==> src/rtl/benes_pkg.sv <==
package benes_pkg;
  typedef enum logic [1:0] {RT_IDLE, RT_SEEK, RT_STEP, RT_FIN} rt_state_e;
endpackage

==> src/rtl/benes_elem.sv <==
module benes_elem #(
  parameter int W = 8
) (
  input  logic         sel_i,
  input  logic [W-1:0] a_i,
  input  logic [W-1:0] b_i,
  output logic [W-1:0] x_o,
  output logic [W-1:0] y_o
);
  // sel 0: straight, sel 1: crossed
  assign x_o = sel_i ? b_i : a_i;
  assign y_o = sel_i ? a_i : b_i;
endmodule

==> src/rtl/benes_fabric.sv <==
module benes_fabric #(
  parameter int N  = 8,
  parameter int W  = 8,
  localparam int LG = $clog2(N),
  localparam int H  = N / 2
) (
  input  logic [(LG-1)*H-1:0] cin_i,
  input  logic [(LG-1)*H-1:0] cout_i,
  input  logic [H-1:0]        cmid_i,
  input  logic [N*W-1:0]      data_i,
  output logic [N*W-1:0]      data_o
);
  logic [W-1:0] dn  [LG][N];
  logic [W-1:0] upw [LG][N];

  for (genvar k = 0; k < N; k++) begin : g_io
    assign dn[0][k]          = data_i[k*W +: W];
    assign data_o[k*W +: W]  = upw[0][k];
  end

  for (genvar d = 0; d < LG-1; d++) begin : g_lvl
    localparam int M  = N >> d;
    localparam int HM = M / 2;
    for (genvar q = 0; q < H; q++) begin : g_el
      localparam int B = q / HM;
      localparam int J = q % HM;
      benes_elem #(.W(W)) u_in (
        .sel_i(cin_i[d*H+q]),
        .a_i(dn[d][2*q]), .b_i(dn[d][2*q+1]),
        .x_o(dn[d+1][B*M+J]), .y_o(dn[d+1][B*M+HM+J])
      );
      benes_elem #(.W(W)) u_out (
        .sel_i(cout_i[d*H+q]),
        .a_i(upw[d+1][B*M+J]), .b_i(upw[d+1][B*M+HM+J]),
        .x_o(upw[d][2*q]), .y_o(upw[d][2*q+1])
      );
    end
  end

  for (genvar q = 0; q < H; q++) begin : g_mid
    benes_elem #(.W(W)) u_mid (
      .sel_i(cmid_i[q]),
      .a_i(dn[LG-1][2*q]), .b_i(dn[LG-1][2*q+1]),
      .x_o(upw[LG-1][2*q]), .y_o(upw[LG-1][2*q+1])
    );
  end
endmodule

==> src/rtl/benes_router.sv <==
module benes_router
  import benes_pkg::*;
#(
  parameter int N  = 8,
  localparam int LG = $clog2(N),
  localparam int H  = N / 2
) (
  input  logic                clk_i,
  input  logic                rst_ni,
  input  logic                start_i,
  input  logic [N*LG-1:0]     perm_i,
  output logic                busy_o,
  output logic                done_o,
  output logic                err_o,
  output logic [(LG-1)*H-1:0] cin_o,
  output logic [(LG-1)*H-1:0] cout_o,
  output logic [H-1:0]        cmid_o
);
  rt_state_e         st_q;
  logic [LG-1:0]     lvl_q, sub_q, cur_q;
  logic [LG-1:0]     perm_q  [N];
  logic [LG-1:0]     nperm_q [N];
  logic [H-1:0]      asg_q;
  logic [(LG-1)*H-1:0] cin_q, cout_q;
  logic [H-1:0]      cmid_q;
  logic              err_q;

  logic [LG-1:0] mask, half, base_cur, li, li2, pd, i2, gout, sub_base;
  logic [LG-1:0] up_pos, lo_pos;
  logic [LG-2:0] e_cur, i2e, ko, fe;
  logic          found, last_sub, closed, perm_ok;
  logic [N-1:0]  hit;

  always_comb begin
    mask     = LG'((N >> lvl_q) - 1);
    half     = LG'(N >> (lvl_q + 1));
    base_cur = cur_q & ~mask;
    li       = cur_q & mask;
    pd       = perm_q[cur_q];
    gout     = base_cur | pd;
    ko       = gout[LG-1:1];
    e_cur    = cur_q[LG-1:1];
    i2       = '0;
    for (int p = 0; p < N; p++)
      if (((LG'(p) & ~mask) == base_cur) && (perm_q[p] == (pd ^ LG'(1))))
        i2 = LG'(p);
    li2      = i2 & mask;
    i2e      = i2[LG-1:1];
    closed   = asg_q[i2e] || (i2e == e_cur);
    up_pos   = base_cur | (li >> 1);
    lo_pos   = base_cur | half | (li2 >> 1);
    sub_base = sub_q << (LG - lvl_q);
    last_sub = (sub_q == LG'((1 << lvl_q) - 1));
    found    = 1'b0;
    fe       = '0;
    for (int e = H-1; e >= 0; e--)
      if (!asg_q[e] && ((LG'(2*e) & ~mask) == sub_base)) begin
        found = 1'b1;
        fe    = (LG-1)'(e);
      end
    hit = '0;
    for (int k = 0; k < N; k++) hit[perm_i[k*LG +: LG]] = 1'b1;
    perm_ok = &hit;
  end

  always_ff @(posedge clk_i or negedge rst_ni) begin
    if (!rst_ni) begin
      st_q   <= RT_IDLE;
      lvl_q  <= '0;
      sub_q  <= '0;
      cur_q  <= '0;
      asg_q  <= '0;
      cin_q  <= '0;
      cout_q <= '0;
      cmid_q <= '0;
      err_q  <= 1'b0;
      for (int p = 0; p < N; p++) begin
        perm_q[p]  <= '0;
        nperm_q[p] <= '0;
      end
    end else begin
      unique case (st_q)
        RT_IDLE: if (start_i) begin
          for (int k = 0; k < N; k++) perm_q[k] <= perm_i[k*LG +: LG];
          lvl_q <= '0;
          sub_q <= '0;
          asg_q <= '0;
          err_q <= !perm_ok;
          st_q  <= perm_ok ? RT_SEEK : RT_FIN;
        end
        RT_SEEK: begin
          if (lvl_q == LG'(LG-1)) begin
            for (int q = 0; q < H; q++) cmid_q[q] <= perm_q[2*q][0];
            st_q <= RT_FIN;
          end else if (found) begin
            cur_q <= {fe, 1'b0};
            st_q  <= RT_STEP;
          end else if (last_sub) begin
            for (int p = 0; p < N; p++) perm_q[p] <= nperm_q[p];
            lvl_q <= lvl_q + 1'b1;
            sub_q <= '0;
            asg_q <= '0;
          end else begin
            sub_q <= sub_q + 1'b1;
          end
        end
        RT_STEP: begin
          // current input goes upper; sharer of its output element goes lower
          asg_q[e_cur]    <= 1'b1;
          nperm_q[up_pos] <= pd >> 1;
          nperm_q[lo_pos] <= pd >> 1;
          for (int l = 0; l < LG-1; l++)
            for (int e = 0; e < H; e++) begin
              if (lvl_q == LG'(l) && e_cur == (LG-1)'(e)) cin_q[l*H+e]  <= li[0];
              if (lvl_q == LG'(l) && ko == (LG-1)'(e))    cout_q[l*H+e] <= pd[0];
            end
          if (closed) st_q <= RT_SEEK;
          else        cur_q <= {i2[LG-1:1], ~i2[0]};
        end
        RT_FIN: st_q <= RT_IDLE;
        default: st_q <= RT_IDLE;
      endcase
    end
  end

  assign busy_o = (st_q != RT_IDLE);
  assign done_o = (st_q == RT_FIN);
  assign err_o  = err_q;
  assign cin_o  = cin_q;
  assign cout_o = cout_q;
  assign cmid_o = cmid_q;

  assert_done_pulse_R6: assert property (@(posedge clk_i) disable iff (!rst_ni)
    done_o |=> !done_o);
  assert_step_fresh_R1: assert property (@(posedge clk_i) disable iff (!rst_ni)
    (st_q == RT_STEP) |-> !asg_q[e_cur]);
  assert_err_hold_R7: assert property (@(posedge clk_i) disable iff (!rst_ni)
    !(start_i && st_q == RT_IDLE) |=> $stable(err_o));
  assert_busy_start_R5: assert property (@(posedge clk_i) disable iff (!rst_ni)
    (busy_o && !done_o) |=> busy_o);
endmodule

==> src/rtl/benes_switch.sv <==
module benes_switch #(
  parameter int N_PORTS = 8,
  parameter int DATA_W  = 8,
  localparam int LG = $clog2(N_PORTS),
  localparam int H  = N_PORTS / 2
) (
  input  logic                      clk_i,
  input  logic                      rst_ni,
  input  logic                      start_i,
  input  logic [N_PORTS*LG-1:0]     perm_i,
  input  logic [N_PORTS*DATA_W-1:0] data_i,
  output logic                      busy_o,
  output logic                      done_o,
  output logic                      err_o,
  output logic [N_PORTS*DATA_W-1:0] data_o
);
  logic [(LG-1)*H-1:0] rt_cin, rt_cout, act_cin, act_cout;
  logic [H-1:0]        rt_cmid, act_cmid;
  logic [N_PORTS*DATA_W-1:0] sw_data;

  benes_router #(.N(N_PORTS)) u_router (
    .clk_i, .rst_ni, .start_i, .perm_i,
    .busy_o, .done_o, .err_o,
    .cin_o(rt_cin), .cout_o(rt_cout), .cmid_o(rt_cmid)
  );

  benes_fabric #(.N(N_PORTS), .W(DATA_W)) u_fabric (
    .cin_i(act_cin), .cout_i(act_cout), .cmid_i(act_cmid),
    .data_i, .data_o(sw_data)
  );

  always_ff @(posedge clk_i or negedge rst_ni) begin
    if (!rst_ni) begin
      act_cin  <= '0;
      act_cout <= '0;
      act_cmid <= '0;
      data_o   <= '0;
    end else begin
      if (done_o && !err_o) begin
        act_cin  <= rt_cin;
        act_cout <= rt_cout;
        act_cmid <= rt_cmid;
      end
      data_o <= sw_data;
    end
  end

  assert_cfg_hold_R8: assert property (@(posedge clk_i) disable iff (!rst_ni)
    !(done_o && !err_o) |=> ($stable(act_cin) && $stable(act_cout) && $stable(act_cmid)));
  assert_accept_busy_R6: assert property (@(posedge clk_i) disable iff (!rst_ni)
    (start_i && !busy_o) |=> busy_o);
endmodule

==> config.mk <==
export PLATFORM = sky130hd
export DESIGN_NAME = benes_switch
export DESIGN_NICKNAME = d
export VERILOG_FILES = /design/src/rtl/benes_pkg.sv /design/src/rtl/benes_elem.sv /design/src/rtl/benes_fabric.sv /design/src/rtl/benes_router.sv /design/src/rtl/benes_switch.sv
export SDC_FILE = /design/constraint.sdc
export NUM_CORES = 1
export LEC_CHECK = 0
export ABC_AREA = 1
export BUFFER_PORTS_ARGS = -buffer_cell sky130_fd_sc_hd__buf_2
export CORE_ASPECT_RATIO = 1.1
export CORE_MARGIN = 4
export CORE_UTILIZATION = 32
export CTS_CLUSTER_SIZE = 20
export DETAILED_ROUTE_END_ITERATION = 12
export GPL_ROUTABILITY_DRIVEN = 1
export PLACE_DENSITY = 0.57
export SETUP_SLACK_MARGIN = 0.1
export SLEW_MARGIN = 20
export SYNTH_ARGS = -nofsm -noshare
export SYNTH_HDL_FRONTEND = slang
export SYNTH_SLANG_ARGS = --single-unit
==> constraint.sdc <==
create_clock -name clk_i -period 2.72 [get_ports clk_i]
set_input_delay 0.136 -clock clk_i [delete_from_list [all_inputs] [get_ports clk_i]]
set_output_delay 0.136 -clock clk_i [all_outputs]
set_load 0.01 [all_outputs]
# ---- Word-level counts from Yosys, hierarchy flattened
# Cells that the tools add are included.
dict set report op_classes {
  add_sub_neg 6
  n_mul 0
  div_mod_pow 0
  n_lt_le_gt_ge 24
  eq_ne 38
  n_shift 4
  mux 113
  bitwise 21
  n_reduce_logical 79
}
# operator count
set ops {}
lappend ops {{8-bit two-way mux} 40}
lappend ops {{24-bit two-way mux} 4}
lappend ops {{3-bit two-way mux} 20}
lappend ops {{8-bit bitwise OR} 7}
lappend ops {{24-bit bitwise mux} 2}
lappend ops {{24-bit one-hot mux with 2 select lines} 1}
lappend ops {{3-bit equality test} 14}
lappend ops {{1-bit logical AND} 39}
lappend ops {{2-bit AND reduction} 18}
lappend ops {{3-bit by 4-bit less-than comparator with 1-bit output, second input constant} 8}
lappend ops {{3-bit by 32-bit left shift with 3-bit output} 1}
lappend ops {{4-bit by 32-bit right shift with 3-bit output, first input constant} 1}
lappend ops {{1-bit demux with 3-bit select} 8}
lappend ops {{3-bit by 1-bit greater-or-equal comparator with 1-bit output, second input constant} 8}
lappend ops {{3-bit demux with 3-bit select} 2}
lappend ops {{2-bit two-way mux} 9}
lappend ops {{3-bit one-hot mux with 2 select lines} 3}
lappend ops {{4-bit two-way mux} 4}
lappend ops {{1-bit two-way mux} 15}
lappend ops {{2-bit equality test, second input constant} 6}
lappend ops {{4-bit greater-or-equal comparator, second input constant} 3}
lappend ops {{3-bit NOT with 4-bit output} 3}
lappend ops {{4-bit one-hot mux with 3 select lines} 1}
lappend ops {{5-bit AND reduction} 2}
lappend ops {{37 further kinds} 66}
dict set report totals {
  ff_bits 168
  latch_bits 0
  ramBits 0
  mem_bits_ro 0
  in_bits 91
  output_inout_bits 67
  wordCells 328
  memories 0
}

# ---- Longest topological paths before layout
dict set report logic_depth {
  depth_word 22
  ltp_mapped 22
}

# ---- Modules after synthesis
# From an unflattened synthesis, not the netlist that was laid out.
dict set report hier_totals {
  hier_cells 1985
  hier_area_um2 13416.6
}
# module n_inst cells_each area_per_inst_um2 seq_area_each_um2
set by_module_without_submodules {}
lappend by_module_without_submodules {benes_elem 20 52 284.0 0.0}
lappend by_module_without_submodules {benes_router 1 793 5326.4 1901.8}
lappend by_module_without_submodules {benes_switch 1 152 2409.8 2102.0}

# ---- Least setup slack after synthesis
# OpenSTA, ideal clock, no wires.
dict set report synth_path {
  path_type {reg2reg}
  start {reg u_router.lvl_q[1]}
  end {reg u_router.nperm_q[15] (netlist name)}
  setup_ps 117
  arrival_time_ps 2100
  slack_ps 504
  path_stages_with_launch 19
  path_buffers 0
  path_cell_list {dfrtp_1 ha_1 ha_1 nand2_1 o21ai_0 inv_1 nand2_1 a21oi_1 nand2_1 nor2_1 nor2_4 nand2_2 nand2_2 a21oi_1 nand2_1 nand2_1 nand2_1 nand2_1 nand2_1}
}
dict set report synth_between {
  elab_chain_cells 20
}
# element line_no
set synth_lines {}
lappend synth_lines {{start, declared} benes_router.sv:20} ;# logic [LG-1:0] lvl_q, sub_q, cur_q;
lappend synth_lines {{start signal, assigned} benes_router.sv:100} ;# lvl_q <= lvl_q + 1'b1;
lappend synth_lines {{4-bit by 3-bit right shift with 3-bit output} benes_router.sv:35} ;# mask = LG'((N >> lvl_q) - 1);
lappend synth_lines {{3-bit by 2-bit subtractor with 3-bit output} benes_router.sv:35}
lappend synth_lines {{3-bit NOT} {benes_router.sv:37, benes_router.sv:45}}
lappend synth_lines {{3-bit AND} benes_router.sv:37} ;# base_cur = cur_q & ~mask;
lappend synth_lines {{2-bit by 3-bit equality test with 1-bit output} benes_router.sv:45} ;# if (((LG'(p) & ~mask) == base_cur) && (perm_q[p] == (pd ^ LG'(1))))
lappend synth_lines {{1-bit logical AND} benes_router.sv:45}
lappend synth_lines {{3-bit two-way mux (6 in a row)} benes_router.sv:45}
lappend synth_lines {{3-bit AND} benes_router.sv:47} ;# li2 = i2 & mask;
lappend synth_lines {{3-bit by 2-bit bitwise OR with 3-bit output} benes_router.sv:51} ;# lo_pos = base_cur | half | (li2 >> 1);
lappend synth_lines {{3-bit NOT with 4-bit output (implied by the code)} benes_router.sv:111} ;# nperm_q[lo_pos] <= pd >> 1;
lappend synth_lines {{4-bit greater-or-equal comparator (implied by the code) / 4-bit by 1-bit less-than comparator with 1-bit output (equally long branches)} benes_router.sv:111}
lappend synth_lines {{1-bit logical AND (implied by the code)} benes_router.sv:111}
lappend synth_lines {{3-bit two-way mux (implied by the code)} benes_router.sv:111}
lappend synth_lines {{3-bit demux with 3-bit select} benes_router.sv:111}
lappend synth_lines {{24-bit bitwise mux (*)} benes_router.sv:111}
lappend synth_lines {{end signal, assigned by index} benes_router.sv:110} ;# nperm_q[up_pos] <= pd >> 1;
lappend synth_lines {{end signal, assigned by index} benes_router.sv:111}
lappend synth_lines {{end, declared} benes_router.sv:22} ;# logic [LG-1:0] nperm_q [N];
# Every way passes the cells marked *; elsewhere a longest branch is shown, timed or not.
# A chain may end at the register's enable or synchronous reset.

# ---- Worst setup path after layout
dict set report layout_path {
  start {reg u_router.lvl_q[2]}
  end {reg u_router.lvl_q[2]}
}
dict set report layout_between {
  elab_chain_cells 11
}
# element line_no
set layout_lines {}
lappend layout_lines {{4-bit by 3-bit right shift with 3-bit output} benes_router.sv:35}
lappend layout_lines {{3-bit by 2-bit subtractor with 3-bit output} benes_router.sv:35}
lappend layout_lines {{3-bit NOT} benes_router.sv:57} ;# if (!asg_q[e] && ((LG'(2*e) & ~mask) == sub_base)) begin
lappend layout_lines {{3-bit equality test} benes_router.sv:57}
lappend layout_lines {{1-bit logical AND} benes_router.sv:57}
lappend layout_lines {{1-bit two-way mux (4 in a row)} benes_router.sv:57}
lappend layout_lines {{2-bit != test (no line)} n/a}
lappend layout_lines {{5-bit AND reduction (no line)} n/a}
# Several ways; a longest one is shown, not always the timed one. The select of a mux whose other input is x is not followed.

==> impl_metrics.json <==
{
  "netlist_area_mm2": 0.0112,
  "wl_mm": 39.9,
  "period_share": 0.932,
  "min_period_ns": 2.54,
  "synth_top_family_by_area": "simple AND/OR/NAND/NOR gates",
  "synth_top_area_frac": 0.359,
  "cts_buffers": 17,
  "peakVddDrop_mv": 0.526,
  "slew_headroom": 0.387,
  "dieWidth_um": 186,
  "cts.sinks": 160,
  "path_cells": "inv_2 > buf_12 > nand2_8 > inv_8 > o21ai_0 > o21ai_2 > xor2_1 > nand2_1 > nand2_2 > nor3_4 > nand2_1 > nand2_2 > nand2_4 > nor2_4 > buf_12 > clkbuf_16 > nand2_1 > o21ai_0",
  "clock.fmax_mhz": 394,
  "start_util": 0.326,
  "synth_common_cells": "nand2_1 (516), o21ai_0 (193), dfrtp_1 (160), inv_1 (159), nand3_1 (154)",
  "maxSlewViolCount": 0,
  "synth_edf_count": 0,
  "hold_class": "in2reg",
  "clkSlewWorstSetupHoldPaths_ns": 0.07,
  "clkLatencyLatePin_ns": 0.45,
  "cts_buffer_depth": 2,
  "hp-start": "perm_i[8]",
  "grt_first_pass_wirelength_mm": 58.4,
  "yosys_register_bits": 160,
  "ios": 158,
  "async_flop_share": 1.00,
  "synthSimpleGateAreaFrac": 0.327,
  "root_buffer": "clkbuf_16",
  "fin_hold_ws_ns": 0.0640,
  "cpPeakStageDelay_ns": 0.40,
  "ys_types": 39,
  "final_hold_viol_count": 0,
  "coreArea_mm2": 0.0343,
  "cp_common_cell": "nand2_1",
  "die_h_um": 204,
  "rows": 71,
  "yosysSeqAreaShare": 0.359,
  "cp-start-kind": "flop",
  "syn_nets": 1779,
  "power.density_mw_per_mm2": 1260,
  "tritoncts": "yes",
  "synthTopCellsByArea": "dfrtp_1 (36%), nand2_1 (17%), o21ai_0 (8.7%), nand3_1 (6.9%), mux2i_1 (5.7%)",
  "final.setup.tns_ns": 0,
  "grt_pass1_vias": 10800,
  "gp_congestion": 0.949,
  "maxCapViolCount": 0,
  "crit_path_start": "u_router.lvl_q[2]$_DFFE_PN0P_",
  "synth_adder_area_share": 0.00672,
  "synth.most_common_cell": "nand2_1",
  "layout-drive-gt1-share": 0.195,
  "worstMarginPinSlew_ns": 0.919,
  "rsz0062_at_grt": "true",
  "drt-pass1-iter-count": 6,
  "antenna_found_initial": 0,
  "port_buffers": 157,
  "status": "finished, final reports clean",
  "hpwl_mm": 30.5,
  "wl_per_cell_um": 17.4,
  "synth_top_area_cell": "dfrtp_1",
  "grt.overflow.total": 0,
  "clock_skew_ns": 0.0133,
  "synthXorXnorAreaFrac": 0.00314,
  "dominantRegCellSynth": "dfrtp_1",
  "path_class": "reg2reg",
  "syn2layout_area_growth_pct": 21.9,
  "grt.total_usage": 0.199,
  "cp.arrival_ns": 2.89,
  "cp_max_fo": 6,
  "drt_iter0_markers": 996,
  "via_per_inst": 5.17,
  "critPathSlowestCell": "dfrtp_1",
  "num_vias": 11900,
  "die-area_mm2": 0.0379,
  "setup_viol": 0,
  "yosysWarnings": 0,
  "synth_cells": 1682,
  "rr_startpoint": "u_router.lvl_q[2]$_DFFE_PN0P_",
  "htreeDepth": 4,
  "drc": 0,
  "grt_max_degree": 77,
  "synth_compound_area_frac": 0.147,
  "syn_avg_cell_area_um2": 6.64,
  "power.leakage_nw": 7.08,
  "diodes": 0,
  "end_kind": "flop",
  "ant_nets": 0,
  "nets": 1938,
  "muxShareOfSynthArea": 0.0644,
  "crit_required_ns": 3.08
}
==> state kept, by name (all words and copies together), names as in the netlist <==
| name | flops |
|---|---|
| act_cin | 8 |
| act_cmid | 4 |
| act_cout | 8 |
| data_o | 64 |
| u_router.asg_q | 4 |
| u_router.cin_o | 8 |
| u_router.cmid_o | 4 |
| u_router.cout_o | 8 |
| u_router.cur_q | 3 |
| u_router.err_o | 1 |
| u_router.lvl_q | 3 |
| u_router.nperm_q | 16 |
| u_router.perm_q | 24 |
| u_router.st_q | 2 |
| u_router.sub_q | 3 |
==> where the power goes <==
part,internal [mW],total [mW],switching (mW)
clock network,1.46,2.54,1.08
logic,3.76,10.6,6.85
registers,3.38,4.06,0.688
==> metrics by stage <==
step | cells | utilization | instance area, um^2 | total power, mW | setup WS [ns]
floorplan | 1682 | - | 11200 | 10.3 | 0.504
global placement | 2224 | 0.361 | 12400 | 13.1 | 0.148
detailed placement | 2224 | 0.361 | 12400 | 13.2 | 0.108
CTS | 2257 | 0.379 | 13000 | 15.8 | 0.108
global route | 2292 | 0.397 | 13600 | 18.6 | 0.0439
finish | 2292 | 0.397 | 13600 | 17.2 | 0.184
==> routing by layer <==
metal	vias up	GRT usage	routed length, um
met2	432	0.343	19700
li1	5806	-	-
met1	5542	0.244	16000
met4	0	0.0836	1710
met3	78	0.0363	2430
met5	-	0	0
==> cell families (layout without fill, tap and decap cells) <==
kind of cell	after synthesis	in the layout
compound gates	317	317
xor+xnor	4	4
fa+ha+maj	6	6
buf+inv	262	434
flops	160	160
mux	71	71
simple gates	862	862
==> final cells by class <==
cell class,count,area (um^2)
Fill cell,3664,20700
Multi-Input combinational cell,1260,6330
Sequential cell,160,4010
Timing Repair Buffer,222,1420
Inverter,179,689
Tap cell,438,548
Clock buffer,18,429
Clock inverter,14,180
Timing Repair inverter,1,7.51
==> critical path, delay by kind of cell (launching register included) <==
family | cells | cell delay, ns
AND/OR/NAND/NOR | 9 | 0.92
flip-flops | 1 | 0.40
XOR/XNOR | 1 | 0.12
buffers and inverters | 5 | 0.61
AO/OA/AOI/OAI | 3 | 0.41
==> worst paths after layout <==
path	end	slack [ns]	cells past startpoint
max	u_router.lvl_q[2]$_DFFE_PN0P_	0.18	18
min reg2reg	u_router.nperm_q[4]$_DFFE_PN0P_	0.48	2
max reg2reg	u_router.lvl_q[2]$_DFFE_PN0P_	0.18	18
max in group asynchronous	u_router.cur_q[2]$_DFFE_PN0P_	1.80	3
min	u_router.perm_q[17]$_DFFE_PN0P_	0.06	3
min in group asynchronous	data_o[43]$_DFF_PN0_	0.12	2
==> what timing repair did <==
action,CTS,global route
gates resized for setup,1,69
cloned,0,7
buffers inserted,0,28
pin swaps,0,23
endpoints found under the setup margin,1,54
endpoints found under the hold margin,124,0
hold buffers,1,0
==> placed cells by master (no fill, tap or decap), drive strengths merged <==
cell           n
buf          218
o31ai          4
clkinv         7
o21ai        198
nor4           3
nand3        159
inv          179
xor2           3
nand2        531
o22ai         12
nand3b         2
nand4         13
clkbuf        21
nor3          24
clkinvlp       5
mux2           7
mux2i         64
o2111ai        1
o311ai         1
a31oi          5
a21oi         96
dfrtp        160
or2            2
dlygate4sd3    1
bufinv         3
xnor2          1
ha             6
nor2         128
No activity file was read; power rests on OpenSTA's default activity.
